$ cat src/rtl/clk_mode_ctrl.sv
module clk_mode_ctrl #(
  parameter int TICK_DIV   = 1,
  parameter int T_PWRUP    = 300000,
  parameter int T_MULT     = 100000,
  parameter int T_CTL      = 300000,
  parameter int T_PHASE    = 20,
  parameter int T_STOP_MAX = 10000,
  parameter int T_RUN_MIN  = 10
) (
  input  logic       clk,
  input  logic       rst_n,
  input  logic       pwrdn_n,
  input  logic       stop_n,
  input  logic       sel_a,
  input  logic       sel_b,
  input  logic       mul_a,
  input  logic       mul_b,
  output logic [2:0] out_src,
  output logic [3:0] fb_div,
  output logic [1:0] pre_div,
  output logic       pll_en,
  output logic       drv_en,
  output logic       settled,
  output logic [2:0] viol
);
  localparam int M1   = (T_PWRUP > T_CTL) ? T_PWRUP : T_CTL;
  localparam int M2   = (T_MULT > T_PHASE) ? T_MULT : T_PHASE;
  localparam int MAXT = (M1 > M2) ? M1 : M2;
  localparam int CW   = $clog2(MAXT + 1);
  localparam int SW   = $clog2(T_STOP_MAX + 1);
  localparam int RW   = $clog2(T_RUN_MIN + 1);
  localparam logic [CW-1:0] L_PWRUP = CW'(T_PWRUP);
  localparam logic [CW-1:0] L_MULT  = CW'(T_MULT);
  localparam logic [CW-1:0] L_CTL   = CW'(T_CTL);
  localparam logic [CW-1:0] L_PHASE = CW'(T_PHASE);
  localparam logic [SW-1:0] L_SMAX  = SW'(T_STOP_MAX);
  localparam logic [RW-1:0] L_RMIN  = RW'(T_RUN_MIN);

  localparam logic [2:0] SRC_GND = 3'd0, SRC_PARK = 3'd1, SRC_ALIGN = 3'd2,
                         SRC_BYP = 3'd3, SRC_REF = 3'd4, SRC_HIZ = 3'd5;

  logic [1:0] sel, mul, p_sel, p_mul;
  logic p_stop_n, tick;
  logic [CW-1:0] cnt, cnt_nxt;
  logic [SW-1:0] stop_cnt;
  logic [RW-1:0] run_cnt;

  assign sel = {sel_a, sel_b};
  assign mul = {mul_a, mul_b};

  wire pd       = !pwrdn_n;
  wire stopped  = pwrdn_n && !stop_n;
  wire running  = pwrdn_n && stop_n;
  wire mul_chg  = mul != p_mul;
  wire sel_chg  = sel != p_sel;
  wire stop_end = stop_n && !p_stop_n;

  generate
    if (TICK_DIV > 1) begin : g_tb
      localparam int DW = $clog2(TICK_DIV);
      logic [DW-1:0] tb_cnt;
      always_ff @(posedge clk)
        if (!rst_n || tb_cnt == DW'(TICK_DIV - 1)) tb_cnt <= '0;
        else tb_cnt <= tb_cnt + DW'(1);
      assign tick = tb_cnt == DW'(TICK_DIV - 1);
    end else begin : g_notb
      assign tick = 1'b1;
    end
  endgenerate

  always_comb begin
    if (pd) out_src = SRC_GND;
    else if (!stop_n) out_src = SRC_PARK;
    else case (sel)
      2'b00:   out_src = SRC_ALIGN;
      2'b10:   out_src = SRC_BYP;
      2'b11:   out_src = SRC_REF;
      default: out_src = SRC_HIZ;
    endcase
  end

  assign pll_en  = pwrdn_n;
  assign drv_en  = running && sel != 2'b01;
  assign fb_div  = (mul == 2'b00) ? 4'd4 : (mul == 2'b01) ? 4'd6 : 4'd8;
  assign pre_div = (mul == 2'b10) ? 2'd3 : 2'd1;
  assign settled = running && cnt == '0;

  always_comb begin
    if (pd) cnt_nxt = L_PWRUP;
    else begin
      cnt_nxt = (tick && cnt != '0) ? cnt - CW'(1) : cnt;
      if (mul_chg  && cnt_nxt < L_MULT)  cnt_nxt = L_MULT;
      if (sel_chg  && cnt_nxt < L_CTL)   cnt_nxt = L_CTL;
      if (stop_end && cnt_nxt < L_PHASE) cnt_nxt = L_PHASE;
    end
  end

  always_ff @(posedge clk) begin
    if (!rst_n) begin
      p_stop_n <= stop_n;
      p_sel    <= sel;
      p_mul    <= mul;
      cnt      <= L_PWRUP;
      stop_cnt <= '0;
      run_cnt  <= L_RMIN;
      viol     <= '0;
    end else begin
      p_stop_n <= stop_n;
      p_sel    <= sel;
      p_mul    <= mul;
      cnt      <= cnt_nxt;
      if (stopped) begin
        if (tick && stop_cnt != L_SMAX) stop_cnt <= stop_cnt + SW'(1);
        if (tick && stop_cnt == L_SMAX) viol[0] <= 1'b1;
      end else stop_cnt <= '0;
      if (pd) run_cnt <= L_RMIN;
      else if (stopped) begin
        run_cnt <= '0;
        if (p_stop_n && run_cnt < L_RMIN) viol[1] <= 1'b1;
      end else if (tick && run_cnt != L_RMIN) run_cnt <= run_cnt + RW'(1);
      if (pwrdn_n && sel == 2'b11 && p_sel == 2'b11 && mul_chg) viol[2] <= 1'b1;
    end
  end

  p_pd_ground_r1: assert property (@(posedge clk) disable iff (!rst_n)
    !pwrdn_n |-> out_src == SRC_GND && !drv_en && !pll_en && !settled);
  p_stop_park_r2: assert property (@(posedge clk) disable iff (!rst_n)
    (pwrdn_n && !stop_n) |-> out_src == SRC_PARK && !drv_en && pll_en);
  p_div_pair_r4: assert property (@(posedge clk) disable iff (!rst_n)
    pre_div == 2'd3 |-> fb_div == 4'd8);
  p_pd_unsettled_r5: assert property (@(posedge clk) disable iff (!rst_n)
    !pwrdn_n |=> !settled);
  p_mul_resettle_r6: assert property (@(posedge clk) disable iff (!rst_n)
    (pwrdn_n && mul != $past(mul)) |=> !settled);
  p_sel_resettle_r7: assert property (@(posedge clk) disable iff (!rst_n)
    (pwrdn_n && sel != $past(sel)) |=> !settled);
  p_stop_unsettled_r8: assert property (@(posedge clk) disable iff (!rst_n)
    !stop_n |-> !settled);
  p_viol_sticky_r13: assert property (@(posedge clk) disable iff (!rst_n)
    viol != 3'b000 |=> (viol & $past(viol)) == $past(viol));
endmodule

$ cat config.mk
export PLATFORM = sky130hd
export DESIGN_NAME = clk_mode_ctrl
export DESIGN_NICKNAME = d
export VERILOG_FILES = /design/src/rtl/clk_mode_ctrl.sv
export SDC_FILE = /design/constraint.sdc
export NUM_CORES = 1
export LEC_CHECK = 0
export BUFFER_PORTS_ARGS = -buffer_cell sky130_fd_sc_hd__buf_4
export CAP_MARGIN = 10
export CORE_UTILIZATION = 50
export CTS_CLUSTER_DIAMETER = 150
export CTS_CLUSTER_SIZE = 24
export DETAILED_ROUTE_END_ITERATION = 8
export PLACE_DENSITY_LB_ADDON = 0.05
export SLEW_MARGIN = 25
export SYNTH_ARGS = -nofsm -noshare
export SYNTH_HDL_FRONTEND = slang
export SYNTH_SLANG_ARGS = --single-unit
export TNS_END_PERCENT = 30
$ cat constraint.sdc
create_clock -name clk -period 3 [get_ports clk]
set_input_delay 0.15 -clock clk [delete_from_list [all_inputs] [get_ports clk]]
set_output_delay 0.15 -clock clk [all_outputs]
set_load 0.03 [all_outputs]
Yosys cells after proc, flatten, opt, wreduce, memory -nomap -nowiden
Index checks and enable logic that the tools add are counted.
- input port bits: 8
- bits in registers: 45
- output and inout port bits: 15
- logic and storage cells: 70
- eq/ne operators: 11
- reduce and logical (&&, ||, !) cells: 25
- add/subtract/negate cells: 3
- mux-type cells: 14
- magnitude comparators: 4
- bitwise gates (word level): 2
- operators by type and width (kind ; count):
    2-to-1 mux 19 bit ; 6
    zero test 19 bit ; 1
    less-than comparator 19 x 17 -> 1 bit (second input constant) ; 1
    less-than comparator 19 bit (second input constant) ; 1
    less-than comparator 19 x 5 -> 1 bit (second input constant) ; 1
    nonzero test 19 bit ; 1
    subtractor 19 x 1 -> 19 bit (second input constant) ; 1
    2-to-1 mux 4 bit ; 4
    adder 14 x 1 -> 14 bit (second input constant) ; 1
    == test 14 bit (second input constant) ; 1
    != test 14 bit (second input constant) ; 1
    logical AND 1 bit ; 12
    one-hot mux 3 bit (3 select lines) ; 1
    == test 2 bit (second input constant) ; 4
    2-to-1 mux 3 bit ; 2
    AND reduction 2 bit ; 3
    OR reduction 3 bit ; 2
    adder 4 x 1 -> 4 bit (second input constant) ; 1
    zero test 2 bit ; 2
    less-than comparator 4 bit (second input constant) ; 1
    != test 2 bit ; 2
    != test 4 bit (second input constant) ; 1
    AND reduction 3 bit ; 1
    == test 2 x 1 -> 1 bit (second input constant) ; 1
    other kinds (5) ; 7

Longest topological paths before layout
- word-level depth: 13
- mapped depth: 10
- depth with buffers taken out: 9

Least setup slack after synthesis
No wires, ideal clock.
- path kind: flip-flop to flip-flop
- start point: reg cnt[2]
- end point: reg cnt[7]
- data required time: 2.873 ns
- clock period less this slack: 2.690 ns
- arrival: 2.563 ns
- cell stages (with the launch flop): 10
- setup time: 0.127 ns
- slack: 0.310 ns
- buffers on the path: 2
- cells stage by stage: dfxtp_1 -> or4_1 -> buf_2 -> or3_1 -> o21ai_2 -> o21ai_1 -> a2111oi_4 -> nor3_1 -> buf_2 -> or3_1
- cells in the longest elaborated chain, start to end: 13
- elaborated cells on any way between the ends: 14
- those cells by class: add/sub: 1; order compare: 3; mux: 6; reduce/logical: 4
- RTL lines (item ; line ; source):
    from (decl) ; 44 ; logic [CW-1:0] cnt, cnt_nxt;
    from (signal assigned) ; 111 ; cnt <= cnt_nxt;
    subtractor 19 x 1 -> 19 bit / nonzero test 19 bit (equally long branches) ; 91 ; cnt_nxt = (tick && cnt != '0) ? cnt - CW'(1) : cnt;
    2-to-1 mux 19 bit (*) ; 91 ;
    less-than comparator 19 x 17 -> 1 bit ; 92 ; if (mul_chg && cnt_nxt < L_MULT) cnt_nxt = L_MULT;
    logical AND 1 bit ; 92 ;
    2-to-1 mux 19 bit (*) ; 92 ;
    2-to-1 mux 19 bit (*) ; 89 ; if (pd) cnt_nxt = L_PWRUP;
    less-than comparator 19 bit ; 93 ; if (sel_chg && cnt_nxt < L_CTL) cnt_nxt = L_CTL;
    logical AND 1 bit ; 93 ;
    2-to-1 mux 19 bit (*) ; 93 ;
    2-to-1 mux 19 bit (*) ; 89 ;
    less-than comparator 19 x 5 -> 1 bit ; 94 ; if (stop_end && cnt_nxt < L_PHASE) cnt_nxt = L_PHASE;
    logical AND 1 bit ; 94 ;
    2-to-1 mux 19 bit (*) ; 94 ;
Every way passes the cells marked *; elsewhere a longest branch is shown, timed or not. The select of a mux whose other input is x is not followed.
A chain may end at the register's enable or synchronous reset.

Worst setup path in the final report
- start point: reg cnt[3]
- end point: reg cnt[7]
The elaborated chain is that of the path after synthesis.

==> impl_metrics.env <==
export IMPL_status="complete, but fails checks"
export IMPL_violations="DRC"
export IMPL_worstHoldPathType="input port to register"
export IMPL_pin_count=23
export IMPL_r2r_end="cnt[7]$_SDFF_PN1_"
export IMPL_cap_violations=0
export IMPL_worst_slew_pin_slew_ns=0.758
export IMPL_arrival_ns=3.10
export IMPL_slowest_delay_ns=0.59
export IMPL_cts_root_buf="clkbuf_8"
export IMPL_final_core_util_pct=65.9
export IMPL_numPlacedInstances=420
export IMPL_core_rowCount=26
export IMPL_p_comb_share_pct=42.1
export IMPL_dpl_cell_area_um2=3100
export IMPL_finalMaxSlewViolations=0
export IMPL_clockBufferDepth=2
export IMPL_period_minus_slack_ns=2.92
export IMPL_clkLatencyLatePin_ns=0.29
export IMPL_hold_path_cell_count=1
export IMPL_power_mw=1.83
export IMPL_pwr_share_seq_pct=37.0
export IMPL_postRouteAntennaNets=0
export IMPL_yosysWarnings=0
export IMPL_path_clk_slew_ns=0.09
export IMPL_drive_gt1_share_pct=26.1
export IMPL_grt_pass1_wl_um=10200
export IMPL_fin_nets=380
export IMPL_tns_ns=0
export IMPL_die_width_um=74.5
export IMPL_p_int_mw=1.18
export IMPL_worstSetupStartpointType="register"
export IMPL_fp_dieH_um=74.5
export IMPL_synth_edff_count=0
export IMPL_synth_common_cells="dfxtp_1, nor2_1, nand2_1, nor3_1, xor2_1"
export IMPL_num_vias=2470
export IMPL_worst_path_max_delay_cell="or4_4"
export IMPL_vdd_drop_max_v=0.000264
export IMPL_r2r_start="cnt[3]$_SDFF_PP0_"
export IMPL_worstRegToRegCells=9
export IMPL_cp_required_ns=3.18
export IMPL_worstPathCellList="or4_4 > or3_1 > o21ai_2 > inv_1 > o41ai_2 > buf_4 > a311oi_2 > buf_12 > or3_1"
export IMPL_worstSetupEndpointType="register"
export IMPL_drc_errors=1
export IMPL_worstHoldStart="stop_n"
export IMPL_numCtsBuffers=5
export IMPL_swShare_pct=35.7
export IMPL_hold_viol=0
export IMPL_die_area_um2=5560
export IMPL_fin_crit_sh_pct=97.2
export IMPL_syn_area_um2=2630
export IMPL_setup_violations=0
export IMPL_critical_path_max_fanout=11
export IMPL_grtUsageTotal_pct=24.3
export IMPL_antenna_found_initial=0
export IMPL_synthCells=307
export IMPL_fillers=445
export IMPL_grt_pass1_vias=2195
export IMPL_place_gp_congestion=0.829
export IMPL_crit_start="cnt[3]$_SDFF_PP0_"
export IMPL_setup_ws_ns=0.0847
export IMPL_synth_area_per_cell_um2=8.57
export IMPL_synthDistinctLibCells=56
export IMPL_avgViaCountPerCell=5.69
export IMPL_r2r_setup_slack_ns=0.08
export IMPL_synth_nets=323
export IMPL_yosysMostFrequentCell="dfxtp_1"
export IMPL_wire_per_inst_um=15.4
export IMPL_hpwlAfterDp_um=4900
export IMPL_htreeDepth=2
export IMPL_grt_max_degree=16
export IMPL_preCtsSetupSlack_ns=0.0789
export IMPL_yosysSeqAreaShare_pct=34.2
export IMPL_yosysTopAreaCellShare_pct=34.2
export IMPL_numPortBuffers=20
export IMPL_path_common_cell="or3_1"
export IMPL_worstSetupPathType="register to register"
export IMPL_p_switching_mw=0.655
export IMPL_n_antenna_cell=0
export IMPL_core_area_um2=5070
export IMPL_finalClockSkew_ns=0.00857
export IMPL_synth_area_leaders="dfxtp_1, nor2_1, xor2_1"
export IMPL_hold_end="p_stop_n$_DFF_P_"
export IMPL_area_delta_synth_final_pct=27.1
export IMPL_cts_tree="built"
export IMPL_fmax_mhz=343
export IMPL_p_leak_nw=1.31
export IMPL_cts_sinks=45
export IMPL_drt_initial_drc_count=163
export IMPL_wl_um=6670
export IMPL_fin_area_um2=3340
export IMPL_grt_overflow=0
export IMPL_maxSlewHeadroom_pct=48.8
export IMPL_synth_top_area_cell="dfxtp_1"
export IMPL_finalNonFillerCells=434
export IMPL_drtPass1Iterations=7
export IMPL_power_density_nw_per_um2=548
export IMPL_start_util_pct=51.8
export IMPL_power_frac_clock_pct=20.8
export IMPL_holdWs_ns=0.0245
export IMPL_asyncSetResetFlopFracSynth_pct=0
export IMPL_synth_ff_latch_count=45
export IMPL_synth_ff_type="dfxtp_1"
==> worst max-delay path, delay by kind of cell (launching register included) <==
family	cells	cell delay, ns
compound gates	3	0.72
simple gates	3	1.23
buf+inv	3	0.48
flops	1	0.37
==> placed cells by master (no fill, tap or decap), types with 10 or more instances in the layout <==
cell type | netlist | routed
buf_4 | 3 | 59
nand4_1 | 10 | 10
o21ai_0 | 11 | 11
dfxtp_1 | 45 | 45
nor3_1 | 15 | 15
inv_1 | 10 | 10
a21oi_1 | 12 | 12
nor2_1 | 36 | 35
nand2_1 | 18 | 18
nand3_1 | 12 | 12
xor2_1 | 14 | 14
==> per-layer routing <==
metal	GRT usage, %	up-vias	part of all wire [%]
met5	0	-	0
met3	4.47	14	3.8
met2	41.5	65	48
met1	30.3	1158	46
li1	-	1233	-
met4	9.01	0	2.2
==> final cells by class <==
class	count	area (µm²)	share of cell area, %
multi-input combinational	238	1730	51.6
sequential	45	901	26.9
timing repair buffer	64	503	15.0
tap	70	87.6	2.62
clock buffer	6	82.6	2.47
inverter	10	37.5	1.12
clock inverter	1	7.51	0.224
==> how the worst max path moves through the flow <==
stage,endpoint,cells after the start
floorplan,cnt[7]$_SDFF_PN1_,9
global placement,cnt[5]$_SDFF_PN1_,11
detailed placement,cnt[5]$_SDFF_PN1_,9
CTS,cnt[5]$_SDFF_PN1_,11
global route,cnt[4]$_SDFF_PN0_,10
finish,cnt[7]$_SDFF_PN1_,9
==> cell families (layout without fill, tap and decap cells) <==
| kind of cell | count (synthesis) | after routing | share of synthesized area [%] |
|---|---|---|---|
| compound gates | 62 | 62 | 18.1 |
| mux | 3 | 3 | 1.19 |
| simple gates | 139 | 139 | 30.3 |
| fa+ha+maj | 8 | 8 | 3.80 |
| other cells | 2 | 2 | 0.285 |
| flops | 45 | 45 | 34.2 |
| xor+xnor | 24 | 24 | 7.99 |
| buf+inv | 24 | 81 | 4.04 |
==> power groups by stage <==
stage	clock network, mW	registers, mW	logic, mW
final	0.382	0.679	0.773
after global routing	0.415	0.687	0.839
after CTS	0.395	0.673	0.703
after detailed placement	0	0.687	0.694
after global placement	0	0.684	0.703
after floorplan	0	0.688	0.419
==> registers in the layout, indices dropped and copies added (netlist names) <==
signal,flops
cnt,19
stop_cnt,14
run_cnt,4
viol,3
p_mul,2
p_sel,2
p_stop_n,1
==> repair_timing <==
item,4_1_cts,5_1_grt
hold buffers,4,0
resized for setup,0,14
endpoints found under the setup margin,0,18
endpoints found under the hold margin,4,0
buffers inserted,0,3
Power figures use the tool's default switching activity.
